**config.mk**
```make
export PLATFORM = sky130hd
export DESIGN_NAME = charge_sequencer
export DESIGN_NICKNAME = d
export VERILOG_FILES = /design/src/rtl/charge_seq_pkg.sv /design/src/rtl/charge_seq_filter.sv /design/src/rtl/charge_seq_datapath.sv /design/src/rtl/charge_seq_control.sv /design/src/rtl/charge_sequencer.sv
export SDC_FILE = /design/constraint.sdc
export NUM_CORES = 1
export LEC_CHECK = 0
export BUFFER_PORTS_ARGS = -buffer_cell sky130_fd_sc_hd__buf_4
export CAP_MARGIN = 10
export CORE_ASPECT_RATIO = 0.7
export CORE_MARGIN = 5
export CORE_UTILIZATION = 30
export CTS_CLUSTER_DIAMETER = 60
export DETAILED_ROUTE_END_ITERATION = 10
export HOLD_SLACK_MARGIN = 0.08
export PLACE_DENSITY_LB_ADDON = 0.08
export SLEW_MARGIN = 20
export SYNTH_ARGS = -nofsm -noshare
export SYNTH_HDL_FRONTEND = slang
export SYNTH_SLANG_ARGS = --single-unit
export TNS_END_PERCENT = 20
```
**constraint.sdc**
```tcl
create_clock -name clk -period 4.6 [get_ports clk]
set_clock_uncertainty 0.05 [all_clocks]
set_input_delay 0.23 -clock clk [delete_from_list [all_inputs] [get_ports clk]]
set_output_delay 0.23 -clock clk [all_outputs]
set_load 0.05 [all_outputs]
```
**src/rtl/charge_seq_pkg.sv**
```systemverilog
package charge_seq_pkg;

  localparam int FLAG_COUNT = 7;
  localparam int FL_BELOW_PRE  = 0;
  localparam int FL_BELOW_RECH = 1;
  localparam int FL_AT_REG     = 2;
  localparam int FL_BELOW_TERM = 3;
  localparam int FL_TS1_OK     = 4;
  localparam int FL_TS2_OK     = 5;
  localparam int FL_HOT        = 6;

  localparam logic [1:0] MODE_CHARGE = 2'b01;
  localparam logic [1:0] MODE_BOOST  = 2'b10;

  typedef enum logic [2:0] {
    ST_IDLE, ST_PRE, ST_CC, ST_CV, ST_DONE, ST_FAULT
  } seqState_t;

  typedef enum logic [1:0] {
    PH_NONE = 2'b00, PH_PRE = 2'b01, PH_CC = 2'b10, PH_CV = 2'b11
  } phase_t;

  // strobes from control to datapath
  typedef struct packed {
    logic timerClear;
    logic timerRun;
  } timerCtl_t;

  // filtered conditions from datapath to control
  typedef struct packed {
    logic belowPre;
    logic belowRech;
    logic atReg;
    logic belowTerm;
    logic ts1Ok;
    logic ts2Ok;
    logic hot;
    logic timerExpired;
  } senseBus_t;

endpackage

```
**src/rtl/charge_seq_filter.sv**
```systemverilog
module charge_seq_filter #(
  parameter int SYNC_STAGES = 2,
  parameter int DEB_CYCLES  = 8
) (
  input  logic clk,
  input  logic rstN,
  input  logic rawIn,
  output logic cleanOut
);

  localparam int CNT_W = $clog2(DEB_CYCLES + 1);

  logic [SYNC_STAGES-1:0] syncQ;
  logic [CNT_W-1:0]       cntQ;
  logic                   cleanQ;
  logic                   syncOut;

  assign syncOut  = syncQ[SYNC_STAGES-1];
  assign cleanOut = cleanQ;

  always_ff @(posedge clk or negedge rstN) begin
    if (!rstN) begin
      syncQ <= '0;
    end else begin
      syncQ <= {syncQ[SYNC_STAGES-2:0], rawIn};
    end
  end

  always_ff @(posedge clk or negedge rstN) begin
    if (!rstN) begin
      cntQ   <= '0;
      cleanQ <= 1'b0;
    end else if (syncOut != cleanQ) begin
      if (cntQ == CNT_W'(DEB_CYCLES - 1)) begin
        cleanQ <= syncOut;
        cntQ   <= '0;
      end else begin
        cntQ <= cntQ + 1'b1;
      end
    end else begin
      cntQ <= '0;
    end
  end

  // the clean level moves only after the synchronised level disagreed with it
  assert_clean_follows_sync_R11: assert property (@(posedge clk) disable iff (!rstN)
    !$stable(cleanQ) |-> ($past(syncOut) != $past(cleanQ)));

endmodule

```
**src/rtl/charge_seq_datapath.sv**
```systemverilog
module charge_seq_datapath
  import charge_seq_pkg::*;
#(
  parameter int SYNC_STAGES = 2,
  parameter int DEB_CYCLES  = 8,
  parameter int TIMER_TICKS = 100000
) (
  input  logic                  clk,
  input  logic                  rstN,
  input  logic [FLAG_COUNT-1:0] rawFlags,
  input  timerCtl_t             timerCtl,
  output senseBus_t             sense
);

  localparam int TMR_W = $clog2(TIMER_TICKS + 1);

  logic [FLAG_COUNT-1:0] cleanFlags;
  logic [TMR_W-1:0]      tmrQ;

  for (genvar gi = 0; gi < FLAG_COUNT; gi++) begin : g_filter
    charge_seq_filter #(
      .SYNC_STAGES(SYNC_STAGES),
      .DEB_CYCLES (DEB_CYCLES)
    ) i_filter (
      .clk     (clk),
      .rstN    (rstN),
      .rawIn   (rawFlags[gi]),
      .cleanOut(cleanFlags[gi])
    );
  end

  always_ff @(posedge clk or negedge rstN) begin
    if (!rstN) begin
      tmrQ <= '0;
    end else if (timerCtl.timerClear) begin
      tmrQ <= '0;
    end else if (timerCtl.timerRun && (tmrQ != TMR_W'(TIMER_TICKS))) begin
      tmrQ <= tmrQ + 1'b1;
    end
  end

  always_comb begin
    sense.belowPre     = cleanFlags[FL_BELOW_PRE];
    sense.belowRech    = cleanFlags[FL_BELOW_RECH];
    sense.atReg        = cleanFlags[FL_AT_REG];
    sense.belowTerm    = cleanFlags[FL_BELOW_TERM];
    sense.ts1Ok        = cleanFlags[FL_TS1_OK];
    sense.ts2Ok        = cleanFlags[FL_TS2_OK];
    sense.hot          = cleanFlags[FL_HOT];
    sense.timerExpired = (tmrQ == TMR_W'(TIMER_TICKS));
  end

  // the timer stands still when the control neither runs nor clears it
  assert_timer_frozen_R10: assert property (@(posedge clk) disable iff (!rstN)
    (!timerCtl.timerRun && !timerCtl.timerClear) |=> $stable(tmrQ));

  // a clear strobe always brings the count back to zero
  assert_timer_clears_R10: assert property (@(posedge clk) disable iff (!rstN)
    timerCtl.timerClear |=> !sense.timerExpired);

endmodule

```
**src/rtl/charge_seq_control.sv**
```systemverilog
module charge_seq_control
  import charge_seq_pkg::*;
(
  input  logic       clk,
  input  logic       rstN,
  input  logic       enableN,
  input  logic       otgPin,
  input  logic [1:0] modeSel,
  input  senseBus_t  sense,
  output timerCtl_t  timerCtl,
  output logic [1:0] phase,
  output logic       charging,
  output logic       chargeDone,
  output logic       suspended,
  output logic       boostEn,
  output logic       foldbackReq,
  output logic       faultOut
);

  seqState_t stateQ, stateNxt;
  logic      chargeOk;
  logic      tempOk;
  logic      activePhase;
  seqState_t entryState;

  assign chargeOk   = (modeSel == MODE_CHARGE) && !enableN;
  assign tempOk     = sense.ts1Ok && sense.ts2Ok;
  assign entryState = sense.belowPre ? ST_PRE : ST_CC;

  always_comb begin
    stateNxt = stateQ;
    if (!chargeOk) begin
      stateNxt = ST_IDLE;
    end else begin
      unique case (stateQ)
        ST_IDLE:  stateNxt = entryState;
        ST_PRE:   if (tempOk && !sense.belowPre) stateNxt = ST_CC;
        ST_CC: begin
          if (tempOk) begin
            if (sense.timerExpired)  stateNxt = ST_FAULT;
            else if (sense.atReg)    stateNxt = ST_CV;
          end
        end
        ST_CV: begin
          if (tempOk) begin
            if (sense.timerExpired)  stateNxt = ST_FAULT;
            else if (sense.belowTerm) stateNxt = ST_DONE;
          end
        end
        ST_DONE:  if (sense.belowRech) stateNxt = entryState;
        ST_FAULT: stateNxt = ST_FAULT;
        default:  stateNxt = ST_IDLE;
      endcase
    end
  end

  always_ff @(posedge clk or negedge rstN) begin
    if (!rstN) stateQ <= ST_IDLE;
    else       stateQ <= stateNxt;
  end

  assign activePhase = (stateQ == ST_PRE) || (stateQ == ST_CC) || (stateQ == ST_CV);

  always_comb begin
    timerCtl.timerClear = (stateQ == ST_IDLE) || (stateQ == ST_DONE);
    timerCtl.timerRun   = ((stateQ == ST_CC) || (stateQ == ST_CV)) && tempOk;
  end

  always_comb begin
    unique case (stateQ)
      ST_PRE:  phase = PH_PRE;
      ST_CC:   phase = PH_CC;
      ST_CV:   phase = PH_CV;
      default: phase = PH_NONE;
    endcase
  end

  assign charging    = activePhase && tempOk;
  assign suspended   = activePhase && !tempOk;
  assign chargeDone  = (stateQ == ST_DONE);
  assign faultOut    = (stateQ == ST_FAULT);
  assign foldbackReq = charging && sense.hot;
  assign boostEn     = (modeSel == MODE_BOOST) && otgPin;

  // losing the enable condition empties the phase at the next edge
  assert_idle_on_disable_R7: assert property (@(posedge clk) disable iff (!rstN)
    (enableN || (modeSel != 2'b01)) |=> (phase == 2'b00) && !charging);

  // boost request keeps the charger off
  assert_boost_no_charge_R8: assert property (@(posedge clk) disable iff (!rstN)
    boostEn |=> !charging);

  // precharge never jumps past constant current
  assert_pre_forward_R3: assert property (@(posedge clk) disable iff (!rstN)
    (stateQ == ST_PRE) |=> (stateQ == ST_PRE) || (stateQ == ST_CC) || (stateQ == ST_IDLE));

  // done is only reached from constant voltage
  assert_done_from_cv_R4: assert property (@(posedge clk) disable iff (!rstN)
    ((stateQ == ST_DONE) && ($past(stateQ) != ST_DONE)) |-> ($past(stateQ) == ST_CV));

  // a suspended phase holds while charging stays permitted
  assert_suspend_holds_R6: assert property (@(posedge clk) disable iff (!rstN)
    (suspended && chargeOk) |=> $stable(phase));

  // timer expiry in a bulk phase ends in fault
  assert_expiry_faults_R10: assert property (@(posedge clk) disable iff (!rstN)
    (chargeOk && tempOk && sense.timerExpired && ((stateQ == ST_CC) || (stateQ == ST_CV)))
      |=> faultOut);

  // the fault is latched while charging stays permitted
  assert_fault_latched_R10: assert property (@(posedge clk) disable iff (!rstN)
    (faultOut && chargeOk) |=> faultOut);

endmodule

```
**src/rtl/charge_sequencer.sv**
```systemverilog
module charge_sequencer
  import charge_seq_pkg::*;
#(
  parameter int SYNC_STAGES = 2,
  parameter int DEB_CYCLES  = 8,
  parameter int TIMER_TICKS = 100000
) (
  input  logic       clk,
  input  logic       rstN,
  input  logic       battBelowPre,
  input  logic       battBelowRecharge,
  input  logic       battAtReg,
  input  logic       currBelowTerm,
  input  logic       therm1InWindow,
  input  logic       therm2InWindow,
  input  logic       junctionHot,
  input  logic       enableN,
  input  logic       otgPin,
  input  logic [1:0] modeSel,
  output logic [1:0] phase,
  output logic       charging,
  output logic       chargeDone,
  output logic       suspended,
  output logic       boostEn,
  output logic       foldbackReq,
  output logic       faultOut
);

  logic [FLAG_COUNT-1:0] rawFlags;
  timerCtl_t             timerCtl;
  senseBus_t             sense;

  always_comb begin
    rawFlags                = '0;
    rawFlags[FL_BELOW_PRE]  = battBelowPre;
    rawFlags[FL_BELOW_RECH] = battBelowRecharge;
    rawFlags[FL_AT_REG]     = battAtReg;
    rawFlags[FL_BELOW_TERM] = currBelowTerm;
    rawFlags[FL_TS1_OK]     = therm1InWindow;
    rawFlags[FL_TS2_OK]     = therm2InWindow;
    rawFlags[FL_HOT]        = junctionHot;
  end

  charge_seq_datapath #(
    .SYNC_STAGES(SYNC_STAGES),
    .DEB_CYCLES (DEB_CYCLES),
    .TIMER_TICKS(TIMER_TICKS)
  ) i_datapath (
    .clk     (clk),
    .rstN    (rstN),
    .rawFlags(rawFlags),
    .timerCtl(timerCtl),
    .sense   (sense)
  );

  charge_seq_control i_control (
    .clk        (clk),
    .rstN       (rstN),
    .enableN    (enableN),
    .otgPin     (otgPin),
    .modeSel    (modeSel),
    .sense      (sense),
    .timerCtl   (timerCtl),
    .phase      (phase),
    .charging   (charging),
    .chargeDone (chargeDone),
    .suspended  (suspended),
    .boostEn    (boostEn),
    .foldbackReq(foldbackReq),
    .faultOut   (faultOut)
  );

endmodule

```
### Yosys cells after proc, flatten, opt, wreduce, memory -nomap -nowiden

Index checks and enable logic that the tools add are counted.

* add/subtract/negate cells: 8
* equality and inequality tests: 29
* mux-type cells: 28
* reductions and logical operators: 26

Operator list (count)
* $mux 4: 14
* $mux 17: 2
* $add 4x1->4 const B: 7
* $eq 4x3->1 const B: 7
* $mux 3: 9
* $pmux 3 s6: 1
* $add 17x1->17 const B: 1
* $eq 17x17->1 const B: 1
* $ne 17x17->1 const B: 1
* $reduce_and 2->1: 7
* $ne 3x3->1 const B: 4
* $logic_and 1x1->1: 9
* $ne 4x3->1 const B: 2
* $ne 1x1->1: 7
* $eq 3x2->1 const B: 2
* $eq 3x3->1 const B: 2
* $pmux 2 s3: 1
* $reduce_and 6->1: 1
* $logic_or 1x1->1: 4
* $eq 3x1->1 const B: 1
* $logic_not 1->1: 3
* $logic_not 3->1: 1
* $eq 2x1->1 const B: 1
* $eq 2x2->1 const B: 1
* other kinds (2): 2

* register bits after elaboration: 69
* bits of input ports: 13
* word-level logic and storage cells: 114

### Logic depth before layout (Yosys ltp)

Gate-level depths: netlist of the first run.

* word-level depth: 6
* mapped depth: 7
* depth with buffers taken out: 7

### Cells and area by module

A second synthesis of the first run with hierarchy kept.

* cell total of the unflattened synthesis: 287
* area, all modules: 3155.5 µm²

Modules (own cells, without submodules)
* charge_seq_filter: instances 7, cells an instance 20, area an instance 267.8 µm², seq. area each 175.2 µm²
* charge_seq_datapath: instances 1, cells an instance 102, area an instance 940.9 µm², seq. area each 425.4 µm²
* charge_seq_control: instances 1, cells an instance 45, area an instance 340.3 µm², seq. area each 75.1 µm²

### Least setup slack after synthesis of the first run

No wires, ideal clock.

* path type: flip-flop to output port
* from: reg i_control.stateQ[0]
* to: out foldbackReq
* data arrival time: 2491 ps
* required time: 4320 ps
* slack: 1829 ps
* stages on the path, launching flop included: 5
* path buffers: 1
* path through: dfrtp_1 clkbuf_1 nor2_1 nor3_1 and2_1

* word-level cells in the longest chain between the ends: 5
* elaborated cells between the ends (all ways): 7

Ends and longest elaborated chain
* from (decl): RTL line charge_seq_control.sv:20 `seqState_t stateQ, stateNxt;`
* from (signal assigned): RTL line charge_seq_control.sv:59 `else stateQ <= stateNxt;`
* $eq 3x1->1 / $eq 3x2->1 (equally long branches): RTL line charge_seq_control.sv:62 `assign activePhase = (stateQ == ST_PRE) || (stateQ == ST_CC) || (stateQ == ST_CV);`
* $logic_or 1x1->1: RTL line charge_seq_control.sv:62
* $logic_or 1x1->1 *: RTL line charge_seq_control.sv:62
* $logic_and 1x1->1 *: RTL line charge_seq_control.sv:78 `assign charging = activePhase && tempOk;`
* named net charging: RTL line charge_sequencer.sv:21 `output logic charging,`
* $logic_and 1x1->1 *: RTL line charge_seq_control.sv:82 `assign foldbackReq = charging && sense.hot;`
* to (decl): RTL line charge_sequencer.sv:25 `output logic foldbackReq,`

The timed path passes the listed nets; every way through them passes the cells marked *.

### Final worst setup path of the first run

* from: reg i_control.stateQ[0]
* to: out foldbackReq

* word-level cells in the longest chain between the ends: 5
* elaborated cells between the ends (all ways): 7

Ends and longest elaborated chain (RTL line)
* $eq 3x1->1 / $eq 3x2->1 (equally long branches): charge_seq_control.sv:62
* $logic_or 1x1->1: charge_seq_control.sv:62
* $logic_or 1x1->1 *: charge_seq_control.sv:62
* $logic_and 1x1->1 *: charge_seq_control.sv:78
* $logic_and 1x1->1 *: charge_seq_control.sv:82

Mark *: on every way between the ends. The rest lies on a longest branch, timed or not.

==> impl_metrics.xml, run 1 <==
<?xml version="1.0" encoding="UTF-8"?>
<metrics>
  <group name="critical_path">
    <metric name="cp-start-kind" unit="">flop</metric>
    <metric name="crit_fanout" unit="">16</metric>
    <metric name="critical_path.max_stage_delay" unit="ps">550</metric>
    <metric name="critPathCaptureType" unit="">primary output</metric>
    <metric name="most_numerous_cell_on_the_critical_path" unit="">sky130_fd_sc_hd__buf_4</metric>
    <metric name="worst-setup-path-type" unit="">reg -&gt; out</metric>
    <metric name="crit_slowest_cell" unit="">sky130_fd_sc_hd__dfrtp_1</metric>
    <metric name="critPathRequiredTime" unit="ps">4320</metric>
    <metric name="worstReg2RegStart" unit="">i_datapath.tmrQ[8]$_DFFE_PN0P_</metric>
    <metric name="worst_setup_path_startpoint" unit="">i_control.stateQ[0]$_DFFE_PN0P_</metric>
    <metric name="worst_ep_arrival_time" unit="ps">1860</metric>
    <metric name="crit_path_cell_trace" unit="">nor2_1 -&gt; buf_4 -&gt; nor3_1 -&gt; and2_1 -&gt; buf_4</metric>
  </group>
  <group name="placed_design">
    <metric name="routabilityCongestion" unit="">0.777</metric>
    <metric name="dp_worst_setup_slack" unit="ps">2510</metric>
    <metric name="numPortBuffers" unit="">20</metric>
    <metric name="post_detail_place_hpwl" unit="µm">3730</metric>
  </group>
  <group name="clock_tree">
    <metric name="cts_tree" unit="">built</metric>
    <metric name="ctsRootBufferMaster" unit="">sky130_fd_sc_hd__clkbuf_16</metric>
    <metric name="clkLatencyLatePin" unit="ps">330</metric>
    <metric name="post_cts_sizing_count" unit="">0</metric>
    <metric name="cts_made_buffers" unit="">9</metric>
    <metric name="number_of_sinks_on_the_clock_net" unit="">69</metric>
    <metric name="cts-root-to-sink-buffers" unit="">2</metric>
    <metric name="htree_levels" unit="">3</metric>
    <metric name="clk_transition_reported_paths" unit="ps">50</metric>
  </group>
  <group name="route">
    <metric name="drc" unit="">0</metric>
    <metric name="avgViaCountPerCell" unit="">4.45</metric>
    <metric name="via_count" unit="">2012</metric>
    <metric name="wl" unit="µm">5570</metric>
    <metric name="drt_pre_antenna_iters" unit="">4</metric>
    <metric name="first_iter_violations" unit="">108</metric>
    <metric name="post_dr_wirelength_cell" unit="µm">12.3</metric>
    <metric name="antenna_left" unit="">0</metric>
  </group>
  <group name="final_layout">
    <metric name="number_of_filler_instances_in_the_final_layout" unit="">952</metric>
    <metric name="syn_to_final_growth" unit="%">22.6</metric>
    <metric name="finalNetCount" unit="">341</metric>
    <metric name="post_layout_util" unit="">0.380</metric>
    <metric name="num_antenna_cells" unit="">0</metric>
    <metric name="layout.area.seq" unit="mm²">0.00173</metric>
    <metric name="multi_input_area" unit="mm²">0.00127</metric>
    <metric name="post_route_cells_drive_above_1_share" unit="">0.145</metric>
  </group>
  <group name="power_and_ir_drop">
    <metric name="total_power" unit="W">0.00177</metric>
    <metric name="power.internal" unit="W">0.00129</metric>
    <metric name="p_leak" unit="nW">1.62</metric>
    <metric name="power_per_cell_area" unit="mW/mm²">476</metric>
    <metric name="power.sequential.fraction" unit="">0.454</metric>
    <metric name="pwr-share-comb" unit="">0.156</metric>
    <metric name="vdd_ir_drop_max" unit="mV">0.188</metric>
    <metric name="share_clk_of_total_power" unit="">0.390</metric>
    <metric name="power_switching" unit="W">0.000483</metric>
    <metric name="power_switching_share" unit="">0.272</metric>
  </group>
  <group name="floorplan">
    <metric name="std_cell_rows" unit="">30</metric>
    <metric name="dieHeight" unit="µm">94.2</metric>
    <metric name="dieArea" unit="mm²">0.0123</metric>
    <metric name="core" unit="mm²">0.00980</metric>
    <metric name="floorplan.initialDensity" unit="">0.310</metric>
    <metric name="floorplan.io_pins" unit="">21</metric>
    <metric name="floorplan.die.width" unit="µm">130</metric>
  </group>
  <group name="synthesis">
    <metric name="ys_seq_elements" unit="">69</metric>
    <metric name="synthTopCellsByCount" unit="">sky130_fd_sc_hd__dfrtp_1, sky130_fd_sc_hd__nor2_1, sky130_fd_sc_hd__nand2_1, sky130_fd_sc_hd__xnor2_1, sky130_fd_sc_hd__nor3_1</metric>
    <metric name="synth.distinct_cells" unit="">39</metric>
    <metric name="syn_inst" unit="">283</metric>
    <metric name="synthDominantAreaCellType" unit="">sky130_fd_sc_hd__dfrtp_1</metric>
    <metric name="synth_seq_area_share" unit="">0.568</metric>
    <metric name="yosys_most_used_dff" unit="">sky130_fd_sc_hd__dfrtp_1</metric>
    <metric name="netlist.area_leader.share" unit="">0.568</metric>
    <metric name="post-synth-top-count-cell" unit="">sky130_fd_sc_hd__dfrtp_1</metric>
    <metric name="async_flop_share" unit="">1.00</metric>
    <metric name="synth_edf_count" unit="">0</metric>
    <metric name="synth_fp_nets" unit="">305</metric>
    <metric name="syn_area" unit="mm²">0.00304</metric>
    <metric name="synthesis.area_per_instance" unit="µm²">10.7</metric>
    <metric name="yosys_warnings" unit="">0</metric>
    <metric name="main_area_contributors_after_synthesis" unit="">sky130_fd_sc_hd__dfrtp_1, sky130_fd_sc_hd__xnor2_1, sky130_fd_sc_hd__nor2_1</metric>
  </group>
  <group name="grt">
    <metric name="grt_antenna_before_repair" unit="">0</metric>
    <metric name="groute.usage.overall" unit="">0.105</metric>
    <metric name="global_route.overflow_total" unit="">0</metric>
    <metric name="first_global_vias" unit="">1981</metric>
    <metric name="first_pass_grt_wire_length" unit="µm">9770</metric>
    <metric name="largest_net_degree_at_the_start_of_global_routing" unit="">70</metric>
  </group>
  <group name="timing">
    <metric name="fin_setup_tns" unit="ps">0</metric>
    <metric name="achievable-frequency" unit="GHz">0.468</metric>
    <metric name="worst_hold_slack" unit="ps">177</metric>
    <metric name="tightest_slew" unit="ps">871</metric>
    <metric name="final_critical_path_setup_slack" unit="ps">2460</metric>
    <metric name="finalCritPeriodShare" unit="">0.465</metric>
    <metric name="finalSetupViolCount" unit="">0</metric>
    <metric name="final_max_slew_viol_count" unit="">0</metric>
    <metric name="finalHoldViolations" unit="">0</metric>
    <metric name="grt_setup_unrepaired" unit="">no</metric>
    <metric name="slew_headroom" unit="">0.420</metric>
    <metric name="finalWorstPathRequiredPeriod" unit="ps">2140</metric>
  </group>
  <group name="min_path">
    <metric name="min-delay-start" unit="">enableN</metric>
    <metric name="worst_hold_class" unit="">in -&gt; reg</metric>
  </group>
  <group name="run">
    <metric name="cap_violations" unit="">0</metric>
  </group>
  <group name="outcome">
    <metric name="status" unit="">complete, no violations</metric>
  </group>
</metrics>
==> sequential cells by signal (all words and copies together) (netlist names) <==
name	flops
i_datapath.g_filter.i_filter.cntQ	28
i_datapath.tmrQ	17
i_datapath.g_filter.i_filter.syncQ	14
i_datapath.g_filter.i_filter.cleanOut	7
i_control.stateQ	3
==> worst max-delay path: cells and delay by family, from the launching register on <==
family | cells | cell delay [ps]
buffers and inverters | 2 | 400
DFF | 1 | 550
and+or+nand+nor | 3 | 590
==> logic make-up (layout without fill, tap and decap cells) <==
family / count (synthesis) / in the layout / synth area share
mux: 10 / 10 / 0.0358
compound gates: 26 / 26 / 0.0498
flops: 69 / 69 / 0.568
simple gates: 133 / 133 / 0.222
fa+ha+maj: 9 / 9 / 0.0371
buf+inv: 10 / 51 / 0.0123
xor+xnor: 26 / 26 / 0.0749
==> final cells by class <==
cell class | count | share of cell area
Multi-Input combinational cell | 204 | 0.342
Clock buffer | 11 | 0.0652
Clock inverter | 5 | 0.0161
Tap cell | 128 | 0.0430
Inverter | 6 | 0.00605
Timing Repair Buffer | 29 | 0.0638
Sequential cell | 69 | 0.464
==> layer usage <==
metal,share of wire,up-vias,GRT usage
met5,0,-,0
met4,0.016,0,0.0476
li1,-,1046,-
met3,0.046,8,0.0432
met1,0.54,923,0.148
met2,0.40,35,0.138
==> timing repair <==
item | in CTS | in global routing
setup buffers | 0 | 0
hold buffers | 8 | 0
endpoints found under the hold margin | 76 | 0
==> cell usage in the layout, fill, tap and decap left out, drive strengths merged, types with 3 or more instances in the layout <==
cell type / instances
xnor2: 22
ha: 9
nand3: 16
clkinv: 3
a21oi: 12
nand2: 24
and3: 4
nor3: 18
mux2: 7
nor2b: 9
nor2: 42
xor2: 4
buf: 21
dlygate4sd3: 8
clkbuf: 11
dfrtp: 69
mux2i: 3
o21ai: 7
inv: 6
==> final timing paths <==
path | endpoint | slack, ps | depth (start not counted)
setup / recovery | foldbackReq | 2460 | 5
hold / removal | i_control.stateQ[1]$_DFFE_PN0P_ | 180 | 4
max in group asynchronous | i_datapath.tmrQ[13]$_DFFE_PN0P_ | 3430 | 2
setup reg to reg | i_datapath.tmrQ[2]$_DFFE_PN0P_ | 2510 | 5
min in group asynchronous | i_datapath.g_filter[1].i_filter.cntQ[3]$_DFF_PN0_ | 520 | 2
hold reg to reg | i_datapath.g_filter[5].i_filter.syncQ[1]$_DFF_PN0_ | 300 | 0
==> power by group through the flow <==
stage,logic (W),clock network [W],registers [W]
after floorplan,0.000217,0,0.000791
final,0.000276,0.000691,0.000805
after global routing,0.000322,0.000742,0.000824
after CTS,0.000282,0.000716,0.000807
after global placement,0.000279,0,0.000816
after detailed placement,0.000275,0,0.000816
==> per-stage QoR <==
step	area, µm²	instances
final	3720	452
after global routing	3720	452
after CTS	3720	452
after detailed placement	3340	428
after global placement	3340	428
after floorplan	3040	283
(Power assumes the default switching activity.)
==> inputs of run 2 (changes only) <==
ABC_AREA = 1   (was default)
clock period = 2.05 ns   (was 4.6 ns; I/O delays follow)
==> impl_metrics.xml, run 2 <==
<?xml version="1.0" encoding="UTF-8"?>
<metrics>
  <group name="route">
    <metric name="dr_wl_met3" unit="µm">278</metric>
    <metric name="drt_pre_antenna_iters" unit="">4</metric>
    <metric name="wl_met1" unit="µm">3590</metric>
    <metric name="avgViaCountPerCell" unit="">4.23</metric>
    <metric name="via_count" unit="">2379</metric>
    <metric name="wl" unit="µm">6660</metric>
    <metric name="detailroute.wirelength.met2" unit="µm">2710</metric>
    <metric name="drc" unit="">0</metric>
    <metric name="post_dr_wirelength_cell" unit="µm">11.8</metric>
    <metric name="first_iter_violations" unit="">100</metric>
    <metric name="highest_routed_layer" unit="">met4</metric>
    <metric name="antenna_left" unit="">0</metric>
  </group>
  <group name="synthesis">
    <metric name="syn_area" unit="mm²">0.00330</metric>
    <metric name="synthTopCellsByCount" unit="">sky130_fd_sc_hd__dfrtp_1, sky130_fd_sc_hd__nor2_1, sky130_fd_sc_hd__nand2_1, sky130_fd_sc_hd__inv_1, sky130_fd_sc_hd__nand3_1</metric>
    <metric name="netlist.area_leader.share" unit="">0.523</metric>
    <metric name="post-synth-top-count-cell" unit="">sky130_fd_sc_hd__dfrtp_1</metric>
    <metric name="async_flop_share" unit="">1.00</metric>
    <metric name="synthesis.area_per_instance" unit="µm²">9.05</metric>
    <metric name="ys_seq_elements" unit="">69</metric>
    <metric name="syn_inst" unit="">365</metric>
    <metric name="yosys_most_used_dff" unit="">sky130_fd_sc_hd__dfrtp_1</metric>
    <metric name="synthDominantAreaCellType" unit="">sky130_fd_sc_hd__dfrtp_1</metric>
    <metric name="yosys_warnings" unit="">0</metric>
    <metric name="synth_edf_count" unit="">0</metric>
    <metric name="main_area_contributors_after_synthesis" unit="">sky130_fd_sc_hd__dfrtp_1, sky130_fd_sc_hd__nor2_1, sky130_fd_sc_hd__nand2_1</metric>
    <metric name="synth_seq_area_share" unit="">0.523</metric>
    <metric name="synth_fp_nets" unit="">387</metric>
    <metric name="synth.distinct_cells" unit="">30</metric>
  </group>
  <group name="min_path">
    <metric name="worst_hold_class" unit="">in -&gt; reg</metric>
    <metric name="min-delay-start" unit="">modeSel[1]</metric>
  </group>
  <group name="critical_path">
    <metric name="critPathRequiredTime" unit="ps">1900</metric>
    <metric name="worstReg2RegStart" unit="">i_control.stateQ[0]$_DFFE_PN0P_</metric>
    <metric name="worst-setup-path-type" unit="">reg -&gt; out</metric>
    <metric name="crit_fanout" unit="">17</metric>
    <metric name="worst_setup_path_startpoint" unit="">i_control.stateQ[0]$_DFFE_PN0P_</metric>
    <metric name="worst_ep_arrival_time" unit="ps">1650</metric>
    <metric name="cp-start-kind" unit="">flop</metric>
    <metric name="critPathCaptureType" unit="">primary output</metric>
  </group>
  <group name="grt">
    <metric name="global_route.overflow_total" unit="">0</metric>
    <metric name="groute.usage.overall" unit="">0.111</metric>
    <metric name="first_global_vias" unit="">2330</metric>
    <metric name="first_pass_grt_wire_length" unit="µm">11600</metric>
    <metric name="grt_antenna_before_repair" unit="">0</metric>
    <metric name="largest_net_degree_at_the_start_of_global_routing" unit="">42</metric>
  </group>
  <group name="floorplan">
    <metric name="floorplan.initialDensity" unit="">0.303</metric>
    <metric name="floorplan.die.width" unit="µm">135</metric>
    <metric name="floorplan.io_pins" unit="">21</metric>
    <metric name="core" unit="mm²">0.0109</metric>
    <metric name="dieArea" unit="mm²">0.0132</metric>
    <metric name="std_cell_rows" unit="">32</metric>
    <metric name="dieHeight" unit="µm">97.8</metric>
  </group>
  <group name="power_and_ir_drop">
    <metric name="power_switching_share" unit="">0.287</metric>
    <metric name="power.sequential.fraction" unit="">0.436</metric>
    <metric name="power_switching" unit="W">0.00117</metric>
    <metric name="power_per_cell_area" unit="mW/mm²">1010</metric>
    <metric name="p_leak" unit="nW">1.86</metric>
    <metric name="pwr-share-comb" unit="">0.177</metric>
    <metric name="vdd_ir_drop_max" unit="mV">0.484</metric>
    <metric name="share_clk_of_total_power" unit="">0.387</metric>
    <metric name="power.internal" unit="W">0.00292</metric>
  </group>
  <group name="clock_tree">
    <metric name="number_of_sinks_on_the_clock_net" unit="">69</metric>
    <metric name="clkLatencyLatePin" unit="ps">330</metric>
    <metric name="ctsRootBufferMaster" unit="">sky130_fd_sc_hd__clkbuf_16</metric>
    <metric name="cts_tree" unit="">built</metric>
    <metric name="cts_made_buffers" unit="">9</metric>
    <metric name="htree_levels" unit="">3</metric>
    <metric name="post_cts_sizing_count" unit="">0</metric>
    <metric name="cts-root-to-sink-buffers" unit="">2</metric>
    <metric name="clk_transition_reported_paths" unit="ps">60</metric>
  </group>
  <group name="placed_design">
    <metric name="routabilityCongestion" unit="">0.854</metric>
    <metric name="dp_worst_setup_slack" unit="ps">259</metric>
    <metric name="numPortBuffers" unit="">20</metric>
    <metric name="post_detail_place_hpwl" unit="µm">4780</metric>
  </group>
  <group name="timing">
    <metric name="finalCritPeriodShare" unit="">0.877</metric>
    <metric name="finalWorstPathRequiredPeriod" unit="ps">1800</metric>
    <metric name="finalSetupViolCount" unit="">0</metric>
    <metric name="grt_setup_unrepaired" unit="">no</metric>
    <metric name="fin_setup_tns" unit="ps">0</metric>
    <metric name="finalHoldViolations" unit="">0</metric>
    <metric name="final_max_slew_viol_count" unit="">0</metric>
    <metric name="achievable-frequency" unit="GHz">0.556</metric>
    <metric name="slew_headroom" unit="">0.696</metric>
    <metric name="worst_hold_slack" unit="ps">114</metric>
    <metric name="final_critical_path_setup_slack" unit="ps">252</metric>
    <metric name="tightest_slew" unit="ps">453</metric>
  </group>
  <group name="final_layout">
    <metric name="finalNetCount" unit="">427</metric>
    <metric name="top_regs" unit="">i_datapath.g_filter.i_filter.cntQ (28), i_datapath.tmrQ (17), i_datapath.g_filter.i_filter.syncQ (14)</metric>
    <metric name="leading_cell_type_in_the_layout_fill_and_taps_excluded" unit="">sky130_fd_sc_hd__dfrtp_1</metric>
    <metric name="final_cell_mix" unit="">sky130_fd_sc_hd__dfrtp_1, sky130_fd_sc_hd__nor2_1, sky130_fd_sc_hd__nand2_1, sky130_fd_sc_hd__inv_1, sky130_fd_sc_hd__nand3_1</metric>
    <metric name="largest_register_ffs" unit="">28</metric>
    <metric name="post_route_cells_drive_above_1_share" unit="">0.149</metric>
    <metric name="largest-register" unit="">i_datapath.g_filter.i_filter.cntQ</metric>
    <metric name="num_antenna_cells" unit="">0</metric>
    <metric name="syn_to_final_growth" unit="%">23.1</metric>
  </group>
  <group name="outcome">
    <metric name="status" unit="">complete, no violations</metric>
  </group>
  <group name="run">
    <metric name="cap_violations" unit="">0</metric>
  </group>
</metrics>
run 2: per-stage QoR:
stage	cell area [µm²]	total power, W	instances	utilization
6_report	4070	0.00410	563	0.374
5_1_grt	4070	0.00440	563	0.374
4_1_cts	4070	0.00419	563	0.374
3_5_place_dp	3660	0.00253	537	0.336
3_3_place_gp	3660	0.00254	537	0.336
2_1_floorplan	3310	0.00233	365	-
run 2: cell type report:
class,instances,area [µm²]
fillers,1116,6820
inverters,43,161
repair buffers,32,278
flip-flops and latches,69,1730
well taps,153,191
multi-input cells,250,1400
clock inverters,5,58.8
clock buffers,11,253
run 2: critical path, cell delays in order, from the launching register on:
cell and delay, ps:
sky130_fd_sc_hd__dfrtp_1 470, sky130_fd_sc_hd__nor2_4 250, sky130_fd_sc_hd__inv_2 210, sky130_fd_sc_hd__nor2_1 170, sky130_fd_sc_hd__buf_4 220
run 2: cells by family after synthesis:
logic type	count (synthesis)	share of synthesized area
xor gates and xnor gates	23	0.0610
and+or+nand+nor	183	0.256
AOI/OAI and AO/OA	29	0.0508
adders and majority gates	9	0.0341
DFF	69	0.523
buffers and inverters	46	0.0553
muxes	6	0.0205
run 2: path summary, 6_finish.rpt:
path / end / slack, ps / cells past startpoint
max in group asynchronous: i_datapath.g_filter[3].i_filter.cntQ[2]$_DFF_PN0_ / 1200 / 3
max reg2reg: i_control.stateQ[1]$_DFFE_PN0P_ / 290 / 8
min reg2reg: i_datapath.g_filter[5].i_filter.syncQ[1]$_DFF_PN0_ / 300 / 0
max: chargeDone / 250 / 4
min in group asynchronous: i_datapath.g_filter[6].i_filter.syncQ[0]$_DFF_PN0_ / 190 / 2
min: i_control.stateQ[2]$_DFFE_PN0P_ / 110 / 5
run 2: repair_timing:
action | in CTS | in global routing
hold buffers | 10 | 0
setup buffers | 0 | 0
hold endpoints to repair | 79 | 0
run 2: power by group through the flow:
stage	logic (W)	clock network, W	registers [W]
2_1_floorplan	0.000566	0	0.00177
3_3_place_gp	0.000728	0	0.00181
3_5_place_dp	0.000722	0	0.00181
4_1_cts	0.000741	0.00166	0.00179
5_1_grt	0.000857	0.00172	0.00182
6_report	0.000726	0.00159	0.00179
run 2: layer usage:
layer / vias to the layer above / GRT usage
li1: 1250 / -
met1: 1094 / 0.165
met2: 26 / 0.152
met3: 9 / 0.0376
met4: 0 / 0.0349
met5: - / 0
